**config.mk**
```make
export PLATFORM = sky130hd
export DESIGN_NAME = uart_flowctl
export DESIGN_NICKNAME = d
export VERILOG_FILES = /design/src/rtl/uart_flowctl.sv
export SDC_FILE = /design/constraint.sdc
export NUM_CORES = 1
export LEC_CHECK = 0
export BUFFER_PORTS_ARGS = -buffer_cell sky130_fd_sc_hd__buf_4
export CORE_UTILIZATION = 47
export DETAILED_ROUTE_END_ITERATION = 10
export HOLD_SLACK_MARGIN = 0.03
export MAX_ROUTING_LAYER = met4
export PLACE_DENSITY = 0.81
export RECOVER_POWER = 25
export SYNTH_ARGS = -nofsm -noshare
export SYNTH_HDL_FRONTEND = slang
export SYNTH_SLANG_ARGS = --single-unit
```
**constraint.sdc**
```tcl
create_clock -name clk -period 2.38 [get_ports clk]
set_input_delay 0.476 -clock clk [delete_from_list [all_inputs] [get_ports clk]]
set_output_delay 0.476 -clock clk [all_outputs]
set_load 0.005 [all_outputs]
```
**src/rtl/uart_flowctl.sv**
```systemverilog
module uart_flowctl #(
  parameter int FIFO_DEPTH = 8,
  parameter int ADDR_W     = 4,
  parameter int DATA_W     = 8
) (
  input  logic              clk,
  input  logic              rst_n,
  input  logic              reg_we,
  input  logic [ADDR_W-1:0] reg_addr,
  input  logic [DATA_W-1:0] reg_wdata,
  output logic [DATA_W-1:0] reg_rdata,
  input  logic [$clog2(FIFO_DEPTH+1)-1:0] rx_level,
  input  logic              tx_idle,
  input  logic              cts_pin,
  output logic              rts_pin,
  output logic              rx_enable,
  output logic              tx_enable,
  output logic              tx_start_permit
);
  localparam int LVL_W = $clog2(FIFO_DEPTH + 1);
  localparam int IDX_W = ADDR_W - 2;
  localparam logic [DATA_W-1:0] CTRL_RST = DATA_W'(8'h03);

  logic [DATA_W-1:0] ctrl_q;
  logic              mcr_q;
  logic              cts_s1, cts_s2;
  logic              rts_q;
  logic [IDX_W-1:0]  idx;
  logic [LVL_W:0]    free_slots;
  logic [2:0]        thr;
  logic              auto_active, rts_next, cts_active;
  wire               unused_addr = &{1'b0, reg_addr[1:0]};

  assign idx = reg_addr[ADDR_W-1:2];

  always_ff @(posedge clk or negedge rst_n)
    if (!rst_n) begin
      ctrl_q <= CTRL_RST;
      mcr_q  <= 1'b0;
    end else if (reg_we) begin
      if (idx == IDX_W'(0)) ctrl_q <= reg_wdata;
      if (idx == IDX_W'(1)) mcr_q  <= reg_wdata[0];
    end

  always_comb
    case (idx)
      IDX_W'(0): reg_rdata = ctrl_q;
      IDX_W'(1): reg_rdata = {{(DATA_W-1){1'b0}}, mcr_q};
      default:   reg_rdata = '0;
    endcase

  always_comb
    case (ctrl_q[5:4])
      2'b00: thr = 3'd3;
      2'b01: thr = 3'd2;
      2'b10: thr = 3'd1;
      default: thr = 3'd4;
    endcase

  assign free_slots  = (LVL_W+1)'(FIFO_DEPTH) - {1'b0, rx_level};
  assign auto_active = free_slots > (LVL_W+1)'(thr);
  assign rts_next    = ctrl_q[2] ? (auto_active ^ ctrl_q[6]) : mcr_q;

  always_ff @(posedge clk or negedge rst_n)
    if (!rst_n) begin
      rts_q  <= 1'b0;
      cts_s1 <= 1'b0;
      cts_s2 <= 1'b0;
    end else begin
      rts_q  <= rts_next;
      cts_s1 <= cts_pin;
      cts_s2 <= cts_s1;
    end

  assign cts_active      = cts_s2 ^ ctrl_q[7];
  assign rts_pin         = rts_q;
  assign rx_enable       = ctrl_q[0];
  assign tx_enable       = ctrl_q[1];
  assign tx_start_permit = ctrl_q[1] & tx_idle & (~ctrl_q[3] | cts_active);


  reset_value_chk: assert property (@(posedge clk) $rose(rst_n) |-> ctrl_q == CTRL_RST && !rts_q);


  ctrl_write_chk: assert property (@(posedge clk) disable iff (!rst_n)
    $past(rst_n) && $past(reg_we) && $past(idx) == IDX_W'(0) |-> ctrl_q == $past(reg_wdata));


  rts_soft_chk: assert property (@(posedge clk) disable iff (!rst_n)
    $past(rst_n) && !$past(ctrl_q[2]) |-> rts_pin == $past(mcr_q));


  rts_auto_chk: assert property (@(posedge clk) disable iff (!rst_n)
    $past(rst_n) && $past(ctrl_q[2]) && $past(ctrl_q[5:4]) == 2'b10 &&
    $past(rx_level) == LVL_W'(FIFO_DEPTH) |-> rts_pin == $past(ctrl_q[6]));


  cts_sync1_chk: assert property (@(posedge clk) disable iff (!rst_n)
    $past(rst_n) |-> cts_s1 == $past(cts_pin));


  cts_sync2_chk: assert property (@(posedge clk) disable iff (!rst_n)
    $past(rst_n) |-> cts_s2 == $past(cts_s1));
endmodule

```
Yosys cells after proc, flatten, opt, wreduce, memory -nomap -nowiden
Cells that the tools add are included.

Bits of input ports: 21. Word-level logic and storage cells: 23. Bits in registers: 12. Output and inout bits: 12.

$add $sub $neg: 1. Order comparisons: 1. Bitwise logic cells: 6. Reduce and logical (&&, ||, !) cells: 4. Equal/unequal tests: 3. Multiplexer cells: 3.

Operators by type and width (count): 8-bit case mux with 2 select lines (1); 3-bit case mux with 3 select lines (1); 5-bit by 3-bit > comparator with 1-bit output (1); 4-bit by 4-bit subtractor with 5-bit output, first input constant (1); 2-bit by 1-bit == test with 1-bit output, second input constant (2); 2-bit zero test (2); 2-bit AND reduction (2); 1-bit bitwise AND (2); 2-bit == test, second input constant (1); 1-bit bitwise XOR (2); 1-bit 2-to-1 mux (1); 1-bit inverter (1); 1-bit OR (1).

Longest topological paths before layout
Depth after elaboration: 5. Mapped depth: 8. Depth with buffers taken out: 8.

Worst setup path before layout
No wires, ideal clock.

Path type: input port to flip-flop. Start point: in rx_level[0]. End point: reg rts_q, in the netlist rts_pin. Stages on the path: 8. Path buffers: 0. Library setup time: 0.087 ns. Data arrival time: 1.741 ns. Slack: 0.553 ns. Required time: 2.293 ns. Path through: inv_1 ha_1 xnor2_1 ha_1 nand2_1 o21a_1 o32a_1 o211ai_1.

Word-level cells in the longest chain between the ends: 4.

Ends and longest elaborated chain: from (decl) (RTL line 12) `input logic [$clog2(FIFO_DEPTH+1)-1:0] rx_level,`; 4-bit by 4-bit subtractor with 5-bit output (RTL line 60) `assign free_slots = (LVL_W+1)'(FIFO_DEPTH) - {1'b0, rx_level};`; 5-bit by 3-bit > comparator with 1-bit output (RTL line 61) `assign auto_active = free_slots > (LVL_W+1)'(thr);`; 1-bit bitwise XOR (RTL line 62) `assign rts_next = ctrl_q[2] ? (auto_active ^ ctrl_q[6]) : mcr_q;`; 1-bit 2-to-1 mux (RTL line 62); via rts_next (RTL line 31) `logic auto_active, rts_next, cts_active;`; to (signal assigned) (RTL line 70) `rts_q <= rts_next;`; to (decl) (RTL line 27) `logic rts_q;`.

The timed path passes the listed nets, and every way through them passes these cells. A chain may end at the register's enable or synchronous reset.

Worst setup path after layout
Same ends and word-level chain as after synthesis.

==> impl_metrics.json <==
{
  "outcome": "finished, final reports clean",
  "tns_ns": 0,
  "design.portCount": 33,
  "total_die_area_mm2": 0.00163,
  "pin_count_of_the_biggest_net_entering_global_routing": 13,
  "rel_slew_slack_pct": 59.2,
  "cp_data_required_time_ns": 2.57,
  "routed_via_density": 5.25,
  "multiInputGateArea_um2": 358,
  "clk_pin_slew_ns": 0.07,
  "globalRouteOverflowTotal": 0,
  "worst_skew_pair.late_latency_ns": 0.28,
  "synth.net_count": 86,
  "tmin_final_ns": 1.73,
  "synthDominantCellAreaShare_pct": 36.2,
  "layoutNonFillerInstCount": 109,
  "start_util_pct": 51.8,
  "timing.final.max_slew_violations": 0,
  "critPathMaxFanout": 3,
  "end_kind": "register",
  "netlist.top_cell.by_area": "sky130_fd_sc_hd__dfrtp_1",
  "netlist_top_cells_area": "sky130_fd_sc_hd__dfrtp_1 36%, sky130_fd_sc_hd__mux2_4 15%, sky130_fd_sc_hd__dfstp_2 7.6%, sky130_fd_sc_hd__ha_1 7.2%, sky130_fd_sc_hd__and2_1 5.4%",
  "detail_route.wirelength_um": 1370,
  "hold_path.class": "primary input to register",
  "layout-drive-gt1-share_pct": 45.7,
  "clk_sinks": 12,
  "synth_area_um2": 691,
  "drt_first_iter_violations": 6,
  "sequential_cell_area_um2": 303,
  "final_min_period_over_clock_period_pct": 72.6,
  "cp-start-kind": "primary input",
  "design.core.area_mm2": 0.00133,
  "number_of_setup_violations_in_the_final_report": 0,
  "postLayoutSetupSlackWorst_ns": 0.651,
  "finClkSkew_ns": 0.00387,
  "finalNetCount": 120,
  "synth.ff_latch_count": 12,
  "ctsLongestPathBuffers": 2,
  "post-route-util_pct": 71.4,
  "tritoncts": "built",
  "area_delta_synth_final_pct": 37.9,
  "globalRouteTotalUtil_pct": 19.6,
  "post-route-drc-count": 0,
  "overall_power_uw": 594,
  "post-dp-hpwl_um": 1090,
  "port_buffers": 30,
  "avgSynthCellArea_um2": 11.3,
  "n_fill_cell": 100,
  "setup.worst_path.class": "primary input to register",
  "antenna_found_initial": 0,
  "first_global_vias": 533,
  "cts.root.buffer_cell": "sky130_fd_sc_hd__clkbuf_4",
  "unrepaired_setup_endpoints_after_global_routing": "no",
  "placedCellCount": 104,
  "detailroute.via_count": 572,
  "floorplan.die.width_um": 40.3,
  "die_height_um": 40.3,
  "ir_worst_vdd_uv": 357,
  "post-place-ws_ns": 0.359,
  "wire_length_of_the_first_global_routing_pass_um": 2060,
  "floorplan.rows": 13,
  "netlist_instances": 61,
  "gp_routability_congestion": 0.678,
  "route.detailed.wl_per_inst_um": 12.5,
  "yosys_warnings": 0,
  "antenna-diode-count": 0,
  "tightest_slew_ns": 0.612,
  "fmax_mhz": 578,
  "power_per_cell_area_mw_per_mm2": 623,
  "drt_first_pass_iters": 4,
  "cts_post_setup_buffers_inserted": 0,
  "cts_resized": 0,
  "cts_hold_buf": 1,
  "worstPathArrival_ns": 1.92,
  "htree_num_levels": 1,
  "drt.antenna.violating_nets": 0,
  "power_leakage_uw": 0.000477,
  "report.final.hold_viol_count": 0,
  "number_of_cts_inserted_buffers": 3,
  "synth_cell_type_count": 24,
  "timing.max_cap.violations": 0,
  "yosysSeqAreaShare_pct": 43.8
}
[area by class of cell]
class,count,area share (%)
Multi-Input combinational cell,43,37.6
Sequential cell,12,31.8
Inverter,4,1.58
Tap cell,15,1.97
Clock buffer,4,2.76
Timing Repair Buffer,31,24.3
[flip-flops by register name, summed over array words and instances, names as in the netlist]
| register | cells |
|---|---|
| ctrl_q | 8 |
| cts_s1 | 1 |
| cts_s2 | 1 |
| mcr_q | 1 |
| rts_pin | 1 |
[metal layers]
layer / GRT usage (%) / share of wire (%)
met1: 21.7 / 39
met2: 35.7 / 55
met3: 3.33 / 5.0
met4: 5.00 / 0.95
met5: - / 0
[synthesized netlist by cell type]
master                       n
sky130_fd_sc_hd__dfrtp_1    10
sky130_fd_sc_hd__mux2_4      7
sky130_fd_sc_hd__and2_1      6
sky130_fd_sc_hd__nand2_1     6
sky130_fd_sc_hd__ha_1        4
sky130_fd_sc_hd__inv_1       4
sky130_fd_sc_hd__a21oi_1     2
sky130_fd_sc_hd__dfstp_2     2
sky130_fd_sc_hd__mux2i_1     2
sky130_fd_sc_hd__nor2_1      2
sky130_fd_sc_hd__nor3_1      2
sky130_fd_sc_hd__xnor2_1     2
sky130_fd_sc_hd__and2_4      1
sky130_fd_sc_hd__and3_1      1
sky130_fd_sc_hd__buf_6       1
sky130_fd_sc_hd__clkbuf_1    1
sky130_fd_sc_hd__mux2_1      1
sky130_fd_sc_hd__nand2b_1    1
sky130_fd_sc_hd__nor2_2      1
sky130_fd_sc_hd__o2111ai_1   1
sky130_fd_sc_hd__o211ai_1    1
sky130_fd_sc_hd__o21a_1      1
sky130_fd_sc_hd__o21ai_1     1
sky130_fd_sc_hd__o32a_1      1
[metrics by stage]
stage	hold slack [ns]	cell area, um2
2_1_floorplan	0.180	691
3_3_place_gp	0.319	920
3_5_place_dp	0.319	920
4_1_cts	0.294	956
5_1_grt	0.317	952
6_report	0.321	952
[critical path, cell delays in order]
cell and delay [ns]:
sky130_fd_sc_hd__buf_4 0.09, sky130_fd_sc_hd__inv_1 0.05, sky130_fd_sc_hd__ha_1 0.22, sky130_fd_sc_hd__xnor2_1 0.13, sky130_fd_sc_hd__ha_1 0.31, sky130_fd_sc_hd__nand2_1 0.06
sky130_fd_sc_hd__o21a_1 0.18, sky130_fd_sc_hd__o32a_1 0.33, sky130_fd_sc_hd__o211ai_1 0.09
[layout by cell type, fill, tap and decap left out]
master / Yosys / routed
sky130_fd_sc_hd__o2111ai_1: 1 / 1
sky130_fd_sc_hd__mux2i_1: 2 / 2
sky130_fd_sc_hd__xnor2_1: 2 / 2
sky130_fd_sc_hd__nand2b_1: 1 / 1
sky130_fd_sc_hd__and2_4: 1 / 1
sky130_fd_sc_hd__ha_1: 4 / 4
sky130_fd_sc_hd__dfstp_2: 2 / 2
sky130_fd_sc_hd__a21oi_1: 2 / 2
sky130_fd_sc_hd__o211ai_1: 1 / 1
sky130_fd_sc_hd__o21ai_1: 1 / 1
sky130_fd_sc_hd__buf_4: 0 / 28
sky130_fd_sc_hd__nor2_2: 1 / 1
sky130_fd_sc_hd__clkbuf_1: 1 / 2
sky130_fd_sc_hd__o32a_1: 1 / 1
sky130_fd_sc_hd__mux2_4: 7 / 7
sky130_fd_sc_hd__o21a_1: 1 / 1
sky130_fd_sc_hd__inv_1: 4 / 4
sky130_fd_sc_hd__mux2_1: 1 / 1
sky130_fd_sc_hd__and2_1: 6 / 6
sky130_fd_sc_hd__dfrtp_1: 10 / 10
sky130_fd_sc_hd__nand2_1: 6 / 6
sky130_fd_sc_hd__clkbuf_4: 0 / 4
sky130_fd_sc_hd__and3_1: 1 / 1
sky130_fd_sc_hd__nor2_1: 2 / 2
sky130_fd_sc_hd__dlygate4sd3_1: 0 / 1
sky130_fd_sc_hd__nor3_1: 2 / 2
[cell families after synthesis]
logic type | share of synthesized area, %
buffers and inverters | 4.35
AOI/OAI and AO/OA | 7.07
adders and majority gates | 7.25
DFF | 43.8
muxes | 19.7
xor gates and xnor gates | 2.54
and+or+nand+nor | 15.2
[path summary, 6_finish.rpt]
path,cells past startpoint,to,slack [ns],from
max,9,rts_pin,0.65,rx_level[0]
min,1,cts_s1,0.32,cts_pin
max reg2reg,6,rts_pin,0.88,ctrl_q[5]
min reg2reg,0,cts_s2,0.38,cts_s1
max in group asynchronous,2,rts_pin,1.27,rst_n
min in group asynchronous,2,mcr_q,0.72,rst_n
[where the power goes]
| part | switching, uW | internal (uW) |
|---|---|---|
| Clock | 67.9 | 65.1 |
| Combinational | 67.4 | 119 |
| Sequential | 29.0 | 245 |
Note: power is estimated with default switching activity, not from simulation.
